### config.mk
export PLATFORM = sky130hd
export DESIGN_NAME = cfg_logic_cell
export DESIGN_NICKNAME = d
export VERILOG_FILES = /design/src/rtl/lcell_pkg.sv /design/src/rtl/lcell_cfg_chain.sv /design/src/rtl/lcell_lut_read.sv /design/src/rtl/lcell_out_stage.sv /design/src/rtl/cfg_logic_cell.sv
export SDC_FILE = /design/constraint.sdc
export NUM_CORES = 1
export LEC_CHECK = 0
export CAP_MARGIN = 40
export CORE_AREA = 2 2 39 41
export CTS_CLUSTER_DIAMETER = 120
export DETAILED_ROUTE_END_ITERATION = 8
export DIE_AREA = 0 0 41 43
export GPL_TIMING_DRIVEN = 0
export PLACE_DENSITY_LB_ADDON = 0.08
export SYNTH_ARGS = -nofsm -noshare
export SYNTH_HDL_FRONTEND = slang
export SYNTH_SLANG_ARGS = --single-unit
### constraint.sdc
create_clock -name clk -period 1.6 [get_ports clk]
set_input_delay 0.32 -clock clk [delete_from_list [all_inputs] [get_ports clk]]
set_output_delay 0.32 -clock clk [all_outputs]
set_load 0.1 [all_outputs]
### src/rtl/lcell_pkg.sv
// Package: shared constants and types for the configurable logic cell.
// Assumes a single-output table and a single path-select configuration bit.
package lcell_pkg;

    // Number of configuration bits beyond the table contents
    localparam int unsigned LC_SEL_BITS = 1;

    // Table depth for a given number of address inputs
    function automatic int unsigned lc_tbl_bits(input int unsigned n_in);
        return 32'd1 << n_in;
    endfunction

    // Output path selected by the configuration bit
    typedef enum logic {
        PATH_DIRECT = 1'b0,
        PATH_FLOP   = 1'b1
    } lc_path_e;

endpackage

### src/rtl/lcell_cfg_chain.sv
// Module: serial configuration chain for the logic cell.
// Stage 0 takes cfg_in. The top stage is the path select and drives scan_out.
// Table entry a lives in stage TBL_BITS-1-a, so the stream order is
// select first, then entries 0 up to TBL_BITS-1.
// Assumes no reset: configuration survives a user reset.
module lcell_cfg_chain
    import lcell_pkg::*;
#(
    parameter int unsigned TBL_BITS = 8
) (
    input  logic                clk,
    input  logic                cfg_en,
    input  logic                cfg_in,
    output logic [TBL_BITS-1:0] tbl_bits,
    output lc_path_e            path_sel,
    output logic                scan_out
);

    localparam int unsigned CHAIN_LEN = TBL_BITS + LC_SEL_BITS;

    logic stage_q [CHAIN_LEN];

    for (genvar g = 0; g < CHAIN_LEN; g++) begin : g_stage
        if (g == 0) begin : g_head
            // Head stage: capture serial data while shifting
            always_ff @(posedge clk) begin
                if (cfg_en) stage_q[0] <= cfg_in;
            end
        end else begin : g_body
            // Body stage: take the previous stage while shifting
            always_ff @(posedge clk) begin
                if (cfg_en) stage_q[g] <= stage_q[g-1];
            end
        end
    end

    for (genvar a = 0; a < TBL_BITS; a++) begin : g_tap
        // Table entry a is tapped from its chain stage
        assign tbl_bits[a] = stage_q[TBL_BITS-1-a];
    end

    assign path_sel = lc_path_e'(stage_q[CHAIN_LEN-1]);
    assign scan_out = stage_q[CHAIN_LEN-1];

endmodule

### src/rtl/lcell_lut_read.sv
// Module: table read path. The user inputs address the table contents.
// Purely combinational. Assumes TBL_BITS == 2**N_IN.
module lcell_lut_read #(
    parameter int unsigned N_IN     = 3,
    parameter int unsigned TBL_BITS = 8
) (
    input  logic [TBL_BITS-1:0] tbl_bits,
    input  logic [N_IN-1:0]     addr,
    output logic                lut_bit
);

    // Select the addressed table bit
    always_comb begin
        lut_bit = tbl_bits[addr];
    end

endmodule

### src/rtl/lcell_out_stage.sv
// Module: optional user register and output multiplexer.
// The flip-flop clears on rst_n low or cfg_en high. The output is forced
// low while configuring. Assumes path_sel is stable outside configuration.
module lcell_out_stage
    import lcell_pkg::*;
(
    input  logic     clk,
    input  logic     rst_n,
    input  logic     cfg_en,
    input  logic     lut_bit,
    input  lc_path_e path_sel,
    output logic     user_q,
    output logic     cell_out
);

    // User flip-flop: synchronous clear, else capture the table bit
    always_ff @(posedge clk) begin
        if (!rst_n || cfg_en) user_q <= 1'b0;
        else                  user_q <= lut_bit;
    end

    // Output mux: gate during configuration, else pick the selected path
    always_comb begin
        if (cfg_en) begin
            cell_out = 1'b0;
        end else begin
            unique case (path_sel)
                PATH_FLOP:   cell_out = user_q;
                default:     cell_out = lut_bit;
            endcase
        end
    end

endmodule

### src/rtl/cfg_logic_cell.sv
// Module: serially configured logic cell (top).
// Joins the configuration chain, the table read path and the output stage.
// Assumes one clock. rst_n clears only user state.
module cfg_logic_cell
    import lcell_pkg::*;
#(
    parameter int unsigned N_IN = 3
) (
    input  logic            clk,
    input  logic            rst_n,
    input  logic            cfg_en,
    input  logic            cfg_in,
    output logic            scan_out,
    input  logic [N_IN-1:0] lgc_in,
    output logic            cell_out
);

    localparam int unsigned TBL_BITS = lc_tbl_bits(N_IN);

    logic [TBL_BITS-1:0] tbl_bits;
    lc_path_e            path_sel;
    logic                lut_bit;
    logic                user_q;

    lcell_cfg_chain #(.TBL_BITS(TBL_BITS)) u_chain (
        .clk      (clk),
        .cfg_en   (cfg_en),
        .cfg_in   (cfg_in),
        .tbl_bits (tbl_bits),
        .path_sel (path_sel),
        .scan_out (scan_out)
    );

    lcell_lut_read #(.N_IN(N_IN), .TBL_BITS(TBL_BITS)) u_read (
        .tbl_bits (tbl_bits),
        .addr     (lgc_in),
        .lut_bit  (lut_bit)
    );

    lcell_out_stage u_out (
        .clk      (clk),
        .rst_n    (rst_n),
        .cfg_en   (cfg_en),
        .lut_bit  (lut_bit),
        .path_sel (path_sel),
        .user_q   (user_q),
        .cell_out (cell_out)
    );

endmodule

==> results.cfg <==
[status]
status = complete, but fails checks
violations = setup timing

[detailed_routing]
via_count = 253
totalWireLength_um = 658
vias_per_cell = 4.52
ant_nets = 0
drt_iter0_markers = 1
drt-pass1-iter-count = 2
avgRoutedWirePerCell_um = 11.8
drc = 0

[worst_hold_path]
hold_path.class = in2reg

[die]
dieArea_sq_um = 1760
coreArea_sq_um = 1380
std_cell_rows = 14
fp.dieH_um = 43
io_pins = 9
initial_core_util_pct = 29.2
die_w_um = 41

[placement]
gp_congestion = 0.667
place_area_sq_um = 536
portBuffers = 7
place_ws_ns = -0.868
placed_cells = 50

[timing]
fmax_mhz = 617
fin_ws_ns = -0.0213
setup_violations = 1
maxSlewViolCount = 0
hold_violations = 0
clock_skew_ns = 0.00495
rsz0062_at_grt = yes
hold_slack_ns = 0.415
period_share_pct = 101
slew_headroom_pct = 82.6
period_needed_ns = 1.62
tightest_slew_ns = 0.261

[setup_path]
cp.arrival_ns = 1.30
cp_max_fo = 2
reg2reg_depth = 4
worstPathRequired_ns = 1.28
path_class = reg2out
rr_startpoint = u_chain.stage_q[0][0]
crit_start = u_chain.stage_q[0][3]
start_kind = register
r2r-end = u_out.user_q
endpoint_kind = output pin
rrSetupSlack_ns = 0.64
crit_end = cell_out

[clock_network]
cts_buffer_depth = 2
cts.htree.levels = 1
clkTransAtPathRegs_ns = 0.06
root_buffer = clkbuf_4
clkSinkCount = 10
clk_latency_ns = 0.26
cts_tree = built
cts_buffers = 3

[global_routing]
grt_antenna_before_repair = 0
grt.total_usage_pct = 10.3
grt_pass1_wl_um = 1060
grt_max_degree = 12
grt_pass1_vias = 250
grt_overflow = 0

[finish]
design_area_sq_um = 576
syn2layout_area_growth_pct = 42.4
fin_cells = 56
antenna_cells = 0
final_layout_size_suffix_gt1_share_pct = 35.0
nNetsFinal = 48

[power]
p_int_w = 0.000434
pwr_density_cell_nw_per_um2 = 1000
power_frac_clock_pct = 30.1
p_comb_share_pct = 16.0
netSwitchingPower_w = 0.000142
leakage_nw = 0.226
finalPower_w = 0.000576
peakVddDrop_mv = 0.444
netSwitchingFraction_pct = 24.6
pwr-share-seq_pct = 53.8

[logic_synthesis]
syn-cell-area_sq_um = 404
synth_seq_cells = 10
synthCells = 25
yosysWarnings = 0
synth_cell_type_count = 13
synth-seq-area-share_pct = 71.8
syn-num-nets = 32
synth_area_leader_cell = edfxtp_1
synth.area.top_cells = edfxtp_1 (67%), mux2i_1 (9.9%), dfxtp_1 (5.0%)
syn_avg_cell_area_sq_um = 16.2
yosys.area.top_type_share_pct = 66.9

[run]
maxCapViolCount = 0
[cell type report]
class,instances,area (sq um)
buffer,1,5.00
clock buffer,3,22.5
clock inverter,1,3.75
fill,140,808
inverter,1,3.75
multi-input combinational,13,116
sequential,10,290
tap,16,20.0
timing repair buffer,11,114
[registers in the layout (all words and copies together) (netlist names)]
signal / flops
u_chain.stage_q: 9
u_out.user_q: 1
[layout by cell type (no fill, tap or decap)]
master / instances
nor3b_2: 1
clkbuf_2: 2
clkinv_1: 1
clkdlybuf4s50_1: 2
buf_12: 2
mux2i_1: 4
nand2_1: 1
o21bai_1: 1
nor2_1: 1
dfxtp_1: 1
nand3_1: 1
nand3b_1: 2
a21oi_4: 1
buf_4: 3
clkbuf_4: 3
nand4_2: 1
dlygate4sd2_1: 3
inv_2: 1
edfxtp_1: 9
[stage by stage]
stage / util [%] / setup TNS [ns]
2_1_floorplan: - / -0.380
3_3_place_gp: 36.5 / -1.47
3_5_place_dp: 38.7 / -0.868
4_1_cts: 40.2 / -0.0775
5_1_grt: 41.6 / -0.130
6_report: 41.6 / -0.0213
[critical path, stage by stage (launching register included)]
cell and delay [ns]:
edfxtp_1 0.36, mux2i_1 0.08, nand3b_1 0.10, nand4_2 0.14, a21oi_4 0.17, buf_12 0.19
[power groups by stage]
stage                     combinational, W  clock (W)  sequential, W
after floorplan                  0.0000416          0       0.000323
after global placement           0.0000782          0       0.000316
after detailed placement         0.0000892          0       0.000316
after CTS                        0.0000862   0.000183       0.000311
after global routing             0.0000993   0.000195       0.000312
final                            0.0000922   0.000174       0.000310
[worst min path at each step]
stage | from | to | cells past startpoint | slack [ns]
after detailed placement | u_chain.stage_q[0][0] | u_chain.stage_q[0][1] | 0 | 0.44
final | cfg_en | u_out.user_q | 2 | 0.42
after global routing | cfg_en | u_out.user_q | 2 | 0.47
after floorplan | cfg_en | u_out.user_q | 1 | 0.39
after CTS | u_chain.stage_q[0][4] | u_chain.stage_q[0][5] | 0 | 0.45
after global placement | u_chain.stage_q[0][5] | u_chain.stage_q[0][6] | 0 | 0.44
[cell families after synthesis]
logic type | after synthesis | synth area share [%]
AOI/OAI and AO/OA | 2 | 3.10
DFF | 10 | 71.8
muxes | 4 | 9.91
buffers and inverters | 2 | 2.17
and+or+nand+nor | 7 | 13.0
[Yosys cell counts]
library cell	count
nand4_2	1
inv_1	1
nand3_1	1
nand3b_1	2
edfxtp_1	9
nor2_1	1
a21oi_1	1
nand2_1	1
dfxtp_1	1
o21bai_1	1
nor3b_2	1
mux2i_1	4
clkbuf_2	1
[what timing repair did]
action | 4_1_cts | 5_1_grt
setup endpoints to repair | 2 | 1
pin swaps | 2 | 3
gates resized for setup | 6 | 2
setup buffers | 0 | 3
hold buffers | 0 | 0
[layer usage]
layer / part of all wire (%) / vias to the layer above / track usage [%]
met4: 4.1 / 0 / 10.0
met2: 52 / 7 / 12.2
met1: 38 / 119 / 11.7
met5: 0 / - / 0
li1: - / 123 / -
met3: 5.8 / 4 / 6.28
Power figures use the tool's default switching activity.
